==> config.mk <==
export PLATFORM = sky130hd
export DESIGN_NAME = key_wake_ctrl
export DESIGN_NICKNAME = d
export VERILOG_FILES = /design/src/rtl/key_wake_pkg.sv /design/src/rtl/kw_debounce.sv /design/src/rtl/kw_event_queue.sv /design/src/rtl/key_wake_ctrl.sv
export SDC_FILE = /design/constraint.sdc
export NUM_CORES = 1
export LEC_CHECK = 0
export BUFFER_PORTS_ARGS = -buffer_cell sky130_fd_sc_hd__buf_2
export CAP_MARGIN = 0
export CORE_MARGIN = 2
export CORE_UTILIZATION = 31
export DETAILED_ROUTE_END_ITERATION = 10
export SLEW_MARGIN = 20
export SYNTH_ARGS = -nofsm -noshare
export SYNTH_HDL_FRONTEND = slang
export SYNTH_SLANG_ARGS = --single-unit
==> constraint.sdc <==
create_clock -name clk -period 4.5 [get_ports clk]
set_input_delay 0.225 -clock clk [delete_from_list [all_inputs] [get_ports clk]]
set_output_delay 0.225 -clock clk [all_outputs]
set_load 0.005 [all_outputs]
==> src/rtl/key_wake_pkg.sv <==
package key_wake_pkg;

    // Number of physical keys and of event sources (keys plus the chord).
    localparam int NKEYS = 4;
    localparam int NSRC  = NKEYS + 1;
    localparam int SRC_W = $clog2(NSRC);

    // Index of the merged 1+2 chord source.
    localparam int SRC_CHORD = NKEYS;

    // Bit positions in the button configuration byte.
    localparam int CFG_CHORD   = 7;
    localparam int CFG_DB_HI   = 6;
    localparam int CFG_DB_LO   = 5;
    localparam int CFG_REP_LO  = 1;
    localparam int CFG_PU_DIS  = 0;

    // Debounce lengths in milliseconds, per code.
    localparam int DB_MS_00 = 160;
    localparam int DB_MS_01 = 40;
    localparam int DB_MS_10 = 10;

    typedef enum logic [1:0] {
        DB_IDLE  = 2'd0,
        DB_COUNT = 2'd1,
        DB_HELD  = 2'd2
    } db_state_t;

endpackage

==> src/rtl/kw_debounce.sv <==
// kw_debounce: one key's debounce timer.
// Starts counting reference ticks when the synchronised key goes low, and
// samples the key once the count reaches the limit. Recognises the press only
// if the key is still low at that sample. A limit of zero recognises at once.
// Assumes key_low is already synchronised to clk and limit is stable during
// an interval.
module kw_debounce
    import key_wake_pkg::*;
#(
    parameter int CW = 12
) (
    input  logic          clk,
    input  logic          rst_n,
    input  logic          key_low,
    input  logic          tick,
    input  logic [CW-1:0] limit,
    output logic          press_o,
    output logic          held_o,
    output logic          busy_o
);

    db_state_t     state_q;
    logic [CW-1:0] cnt_q;
    logic          press_q;

    // Debounce state machine and tick counter.
    always_ff @(posedge clk) begin
        if (!rst_n) begin
            state_q <= DB_IDLE;
            cnt_q   <= '0;
            press_q <= 1'b0;
        end else begin
            press_q <= 1'b0;
            case (state_q)
                DB_IDLE: begin
                    if (key_low) begin
                        if (limit == '0) begin
                            state_q <= DB_HELD;
                            press_q <= 1'b1;
                        end else begin
                            state_q <= DB_COUNT;
                            cnt_q   <= '0;
                        end
                    end
                end
                DB_COUNT: begin
                    if (tick) begin
                        if (cnt_q == limit - 1'b1) begin
                            if (key_low) begin
                                state_q <= DB_HELD;
                                press_q <= 1'b1;
                            end else begin
                                state_q <= DB_IDLE;
                            end
                        end else begin
                            cnt_q <= cnt_q + 1'b1;
                        end
                    end
                end
                DB_HELD: begin
                    if (!key_low) state_q <= DB_IDLE;
                end
                default: state_q <= DB_IDLE;
            endcase
        end
    end

    assign press_o = press_q;
    assign held_o  = (state_q == DB_HELD);
    assign busy_o  = (state_q == DB_COUNT);

    // a press is only recognised while the key is low.
    assert_recog_only_low_R2: assert property (@(posedge clk) disable iff (!rst_n)
        $rose(held_o) |-> $past(key_low));

    // with a nonzero limit, recognition must follow a debounce interval.
    assert_wait_before_held_R1: assert property (@(posedge clk) disable iff (!rst_n)
        ($rose(held_o) && ($past(limit) != '0)) |-> $past(busy_o));

endmodule

==> src/rtl/kw_event_queue.sv <==
// kw_event_queue: ordered queue of event source indices.
// Accepts any subset of sources in one cycle and stores them in ascending
// index order behind what is already queued. Pops the head on valid & ready.
// Assumes DEPTH is a power of two and large enough for all pending sources.
module kw_event_queue
    import key_wake_pkg::*;
#(
    parameter int DEPTH = 8
) (
    input  logic             clk,
    input  logic             rst_n,
    input  logic [NSRC-1:0]  push,
    input  logic             pop,
    output logic             valid,
    output logic [SRC_W-1:0] head
);

    localparam int AW = $clog2(DEPTH);

    logic [SRC_W-1:0] mem_q [DEPTH];
    logic [AW-1:0]    wr_q, rd_q;
    logic [AW:0]      cnt_q;
    logic [AW-1:0]    slot [NSRC];
    logic [AW:0]      npush;

    // Give each pushed source its own slot, in index order.
    always_comb begin
        npush = '0;
        for (int i = 0; i < NSRC; i++) begin
            slot[i] = wr_q + npush[AW-1:0];
            if (push[i]) npush = npush + 1'b1;
        end
    end

    // Store pushed sources.
    always_ff @(posedge clk) begin
        for (int i = 0; i < NSRC; i++) begin
            if (push[i]) mem_q[slot[i]] <= SRC_W'(i);
        end
    end

    // Pointer and occupancy bookkeeping.
    always_ff @(posedge clk) begin
        if (!rst_n) begin
            wr_q  <= '0;
            rd_q  <= '0;
            cnt_q <= '0;
        end else begin
            wr_q  <= wr_q + npush[AW-1:0];
            if (pop) rd_q <= rd_q + 1'b1;
            cnt_q <= cnt_q + npush - {{AW{1'b0}}, pop};
        end
    end

    assign valid = (cnt_q != '0);
    assign head  = mem_q[rd_q];

    // ordered storage must never lose an event to overflow.
    assert_queue_no_overflow_R5: assert property (@(posedge clk) disable iff (!rst_n)
        (cnt_q + npush - {{AW{1'b0}}, pop}) <= (AW+1)'(DEPTH));

endmodule

==> src/rtl/key_wake_ctrl.sv <==
// key_wake_ctrl: push-button wake and debounce controller (top).
// Synchronises four active-low keys, debounces each against the reference
// tick, merges the optional 1+2 chord into the key-4 code, and queues events
// in recognition order on a valid/ready handshake. Acceptance of an event
// marks the end of its routine; repeat-enabled held keys are re-queued then.
// Assumes ref_tick is a single-cycle pulse synchronous to clk.
module key_wake_ctrl
    import key_wake_pkg::*;
#(
    parameter int TICKS_PER_MS = 10,
    parameter int QDEPTH       = 8
) (
    input  logic       clk,
    input  logic       rst_n,
    input  logic [3:0] key_n,
    input  logic [7:0] btn_cfg,
    input  logic       host_mode,
    input  logic       ref_tick,
    output logic       evt_valid,
    output logic [1:0] evt_code,
    input  logic       evt_ready,
    output logic       irq,
    output logic       osc_force,
    output logic       pullup_en
);

    localparam int MAX_TICKS = DB_MS_00 * TICKS_PER_MS;
    localparam int CW        = $clog2(MAX_TICKS + 1);

    logic [NKEYS-1:0] sync1_q, sync2_q;
    logic [NKEYS-1:0] key_low, k_press, k_held, k_busy;
    logic [CW-1:0]    db_limit;
    logic             chord_en, chord_held, chord_held_q;
    logic [NSRC-1:0]  src_press, src_held, src_rep, rep_push, q_push;
    logic [SRC_W-1:0] head_src;
    logic             pop;

    // Two-flop synchroniser; released keys read as 1 after reset.
    always_ff @(posedge clk) begin
        if (!rst_n) begin
            sync1_q <= '1;
            sync2_q <= '1;
        end else begin
            sync1_q <= key_n;
            sync2_q <= sync1_q;
        end
    end

    assign key_low = ~sync2_q;

    // Decode the debounce code into a tick limit.
    always_comb begin
        case (btn_cfg[CFG_DB_HI:CFG_DB_LO])
            2'b00:   db_limit = CW'(DB_MS_00 * TICKS_PER_MS);
            2'b01:   db_limit = CW'(DB_MS_01 * TICKS_PER_MS);
            2'b10:   db_limit = CW'(DB_MS_10 * TICKS_PER_MS);
            default: db_limit = '0;
        endcase
    end

    // One debounce timer per key.
    for (genvar k = 0; k < NKEYS; k++) begin : g_key
        kw_debounce #(.CW(CW)) u_db (
            .clk     (clk),
            .rst_n   (rst_n),
            .key_low (key_low[k]),
            .tick    (ref_tick),
            .limit   (db_limit),
            .press_o (k_press[k]),
            .held_o  (k_held[k]),
            .busy_o  (k_busy[k])
        );
    end

    assign chord_en   = btn_cfg[CFG_CHORD];
    assign chord_held = k_held[0] & k_held[1];

    // Remember the chord state to find its rising edge.
    always_ff @(posedge clk) begin
        if (!rst_n) chord_held_q <= 1'b0;
        else        chord_held_q <= chord_held;
    end

    // Map keys and the chord onto event sources.
    always_comb begin
        src_press = {chord_en & chord_held & ~chord_held_q,
                     k_press[3], k_press[2],
                     k_press[1] & ~chord_en, k_press[0] & ~chord_en};
        src_held  = {chord_en & chord_held,
                     k_held[3], k_held[2],
                     k_held[1] & ~chord_en, k_held[0] & ~chord_en};
        src_rep   = {btn_cfg[CFG_REP_LO+3], btn_cfg[CFG_REP_LO+3:CFG_REP_LO]};
    end

    assign pop = evt_valid & evt_ready;

    // Re-queue the accepted source when it is held with repeat enabled.
    always_comb begin
        rep_push = '0;
        if (pop) rep_push[head_src] = src_held[head_src] & src_rep[head_src];
    end

    assign q_push = src_press | rep_push;

    kw_event_queue #(.DEPTH(QDEPTH)) u_q (
        .clk   (clk),
        .rst_n (rst_n),
        .push  (q_push),
        .pop   (pop),
        .valid (evt_valid),
        .head  (head_src)
    );

    assign evt_code  = (head_src == SRC_W'(SRC_CHORD)) ? 2'd3 : head_src[1:0];
    assign irq       = host_mode & (evt_valid | (|(src_held & src_rep)));
    assign osc_force = |k_busy;
    assign pullup_en = ~btn_cfg[CFG_PU_DIS];

    // an offered event stays put until it is accepted.
    assert_hold_until_accept_R10: assert property (@(posedge clk) disable iff (!rst_n)
        (evt_valid && !evt_ready) |=> (evt_valid && $stable(evt_code)));

    // with the chord enabled, keys 1 and 2 never enqueue their own codes.
    assert_chord_suppress_R3: assert property (@(posedge clk) disable iff (!rst_n)
        chord_en |-> (q_push[1:0] == 2'b00));

endmodule

==> flow_summary.toml <==
[synth]
yosys_warnings = 0
synth_nets = 762
syn_inst = 715
async_flop_share_pct = 0
synth_top_cell_area_share_pct = 33.5
yosys.area.top_type = "dfxtp_1"
netlist_area_um2 = 6100
synth.distinct_cells = 67
ys.flop_type = "dfxtp_1"
synth.most_common_cell = "dfxtp_1"
ys_ff_latch = 102
ys_seq_area_share_pct = 33.5
synth-edff-count = 0
synth_top_cells_by_count = "dfxtp_1, nor2_1, nand2_1, a21oi_1, inv_1"
syn_avg_cell_area_um2 = 8.53
synthTopCellsByArea = "dfxtp_1, ha_1, xnor2_1"

[critical_path]
critical_path_class = "reg2reg"
worstPathRequired_ns = 4.80
arrival_ns = 4.74
crit_fanout = 7
crit_path_top_delay_cell = "mux4_2"
startpoint_type = "register"
slowest_delay_ns = 0.55
crit_path_end_kind = "register"
cp_cell_sequence = "mux2i_1, mux4_2, nor2_4, a41oi_4, nor2_4, ha_4, xnor2_2, buf_4, xor2_2, inv_1, ha_2, fa_2, nor2b_2, a31oi_2, and4_2, nand4_1, a2111oi_1, buf_4"

[route]
dr_total_vias = 5485
firstDrtPassIters = 5
via_per_inst = 5.20
drtIter0Drc = 346
wl_per_cell_um = 15.4
drc = 0
wirelength_um = 16300
detail-route-antenna-nets = 0

[layout]
drive_above_1_share_pct = 18.6
layout.nets = 831
fin_util_pct = 38.4
area_delta_synth_final_pct = 22.0

[power]
powerDensity_nw_per_um2 = 340
seq_power_share_pct = 39.8
vdd_drop_max_mv = 0.193
total_leakage_power_uw = 0.00277
sw_frac_of_total_pct = 29.4
combPwrFrac_pct = 25.3
p_int_uw = 1790
power_switching_uw = 745
power_frac_clock_pct = 34.9

[sta]
finalMaxSlewViolations = 0
relSlewSlack_pct = 48.4
final-setup-viol-count = 0
worst_pin_slew_ns = 0.764
min_period_ns = 4.44
hold_violations = 0
fin_tns_setup_ns = 0
rsz0062_at_grt = "yes"
skew_ns = 0.00694
max_freq_mhz = 225
period_share_pct = 98.7

[die]
ios = 23
core-area_um2 = 19400
die_x_um = 144
rows = 51
dieArea_um2 = 20800
initial_core_util_pct = 31.4
fp.dieH_um = 144

[status]
outcome = "finished, final reports clean"

[grt]
antenna_found_initial = 2
grt_pass1_vias = 5176
grt_use_total_pct = 16.2
overflow = 0
grt_max_degree = 21
grt_pass1_wl_um = 26600

[clock_network]
cts_buffers = 9
clk-insertion-delay-late_ns = 0.35
cts_root_buf = "clkbuf_16"
clk_path_buf_depth = 2
cts-htree-levels = 3
cts_tree = "done"
cts_sinks = 102
hold_buffers = 0
clk_pin_slew_ns = 0.07

[run]
maxCapViolations = 0

[placement]
gp_congestion = 0.912
dp_hpwl_um = 12600
io_buffers = 22

[min_path]
hold_path.class = "in2reg"
## final timing paths
path / startpoint / endpoint / slack, ns / cells after the start
worst max-delay path: register / u_q.mem_q[0][2]$_SDFFE_PP0P_ / 0.06 / 18
worst min register to register: sync1_q[3]$_SDFF_PN1_ / sync2_q[3]$_SDFF_PN1_ / 0.41 / 1
worst min-delay path: key_n[3] / sync1_q[3]$_SDFF_PN1_ / 0.06 / 2
worst max register to register: register / u_q.mem_q[0][2]$_SDFFE_PP0P_ / 0.06 / 18
## power groups by stage
| stage | combinational, uW | sequential, uW | clock, uW |
|---|---|---|---|
| after global placement | 618 | 1020 | 0 |
| final | 642 | 1010 | 883 |
| after CTS | 634 | 995 | 909 |
| after floorplan | 414 | 994 | 0 |
| after detailed placement | 630 | 1010 | 0 |
| after global routing | 716 | 1010 | 943 |
## flip-flops by register name, summed over array words and instances (netlist names), named ones only
signal / flops
g_key.u_db.cnt_q: 44
u_q.mem_q: 24
g_key.u_db.state_q: 8
g_key.u_db.press_o: 4
sync1_q: 4
sync2_q: 4
u_q.cnt_q: 4
u_q.rd_q: 3
u_q.wr_q: 3
chord_held_q: 1
## worst max-delay path: cells and delay by family, from the launching register on
| family | cells | cell delay [ns] |
|---|---|---|
| simple gates | 5 | 0.99 |
| compound gates | 3 | 0.81 |
| fa+ha+maj | 3 | 0.78 |
| mux | 2 | 0.68 |
| buf+inv | 3 | 0.41 |
| flops | 1 | 0.38 |
| xor+xnor | 2 | 0.34 |
## area by class of cell
type                            count  area, um2
Inverter                           35        131
Clock inverter                      5       93.8
Antenna cell                        1       2.50
Clock buffer                       11        243
Timing Repair Buffer               81        561
Sequential cell                   102       2050
Tap cell                          265        332
Fill cell                        2020      12000
Multi-Input combinational cell    555       4030
## kinds of logic (layout without fill, tap and decap cells)
family	count (synthesis)	in the layout	share of synthesized area, %
xor gates and xnor gates	45	45	6.69
and+or+nand+nor	295	295	26.4
DFF	102	102	33.5
muxes	25	25	5.04
adders and majority gates	30	30	6.77
other	0	1	0
buffers and inverters	58	132	3.75
AOI/OAI and AO/OA	160	160	17.9
## metrics by stage
step,area (um2),hold WS [ns],setup slack (ns),power [uW],instances
2_1_floorplan,6170,0.326,-0.0136,1410,715
3_3_place_gp,6940,0.391,-0.0188,1630,1034
3_5_place_dp,6940,0.396,-0.122,1640,1034
4_1_cts,7330,0.0475,0.00479,2540,1051
5_1_grt,7440,0.0458,-0.193,2670,1054
6_report,7440,0.0563,0.0572,2530,1055
## placed cells by master (no fill, tap or decap), drive strengths merged, types with 4 or more instances in the layout
| master | count |
|---|---|
| nand4b | 5 |
| inv | 35 |
| o2111ai | 4 |
| a31oi | 13 |
| o31ai | 4 |
| nand4 | 19 |
| and4 | 5 |
| a21oi | 43 |
| nand2 | 42 |
| buf | 81 |
| nor3b | 7 |
| o311ai | 4 |
| dfxtp | 102 |
| o22a | 4 |
| mux2i | 19 |
| clkbuf | 11 |
| and2 | 13 |
| a211o | 5 |
| o22ai | 7 |
| xnor2 | 27 |
| nor4 | 11 |
| o21ai | 33 |
| and3b | 6 |
| and3 | 4 |
| o41ai | 4 |
| nand2b | 27 |
| o21a | 5 |
| nor2b | 8 |
| nand3b | 4 |
| fa | 5 |
| nor2 | 61 |
| nor3 | 19 |
| xor2 | 17 |
| or3 | 23 |
| ha | 25 |
| a2111oi | 5 |
| nand3 | 30 |
| a211oi | 9 |
## repair_timing
action | in CTS | in global routing
setup buffers | 1 | 4
gates cloned | 0 | 0
resized for setup | 9 | 23
setup endpoints to repair | 14 | 25
pin swaps | 11 | 17
## layer usage
layer | wire [um] | track usage, % | share of wire [%]
met1 | 7540 | 21.1 | 46
met3 | 641 | 3.51 | 3.9
met4 | 352 | 5.06 | 2.2
met2 | 7740 | 26.8 | 48
met5 | 13 | 0 | 0.080
Note: power is estimated with default switching activity, not from simulation.
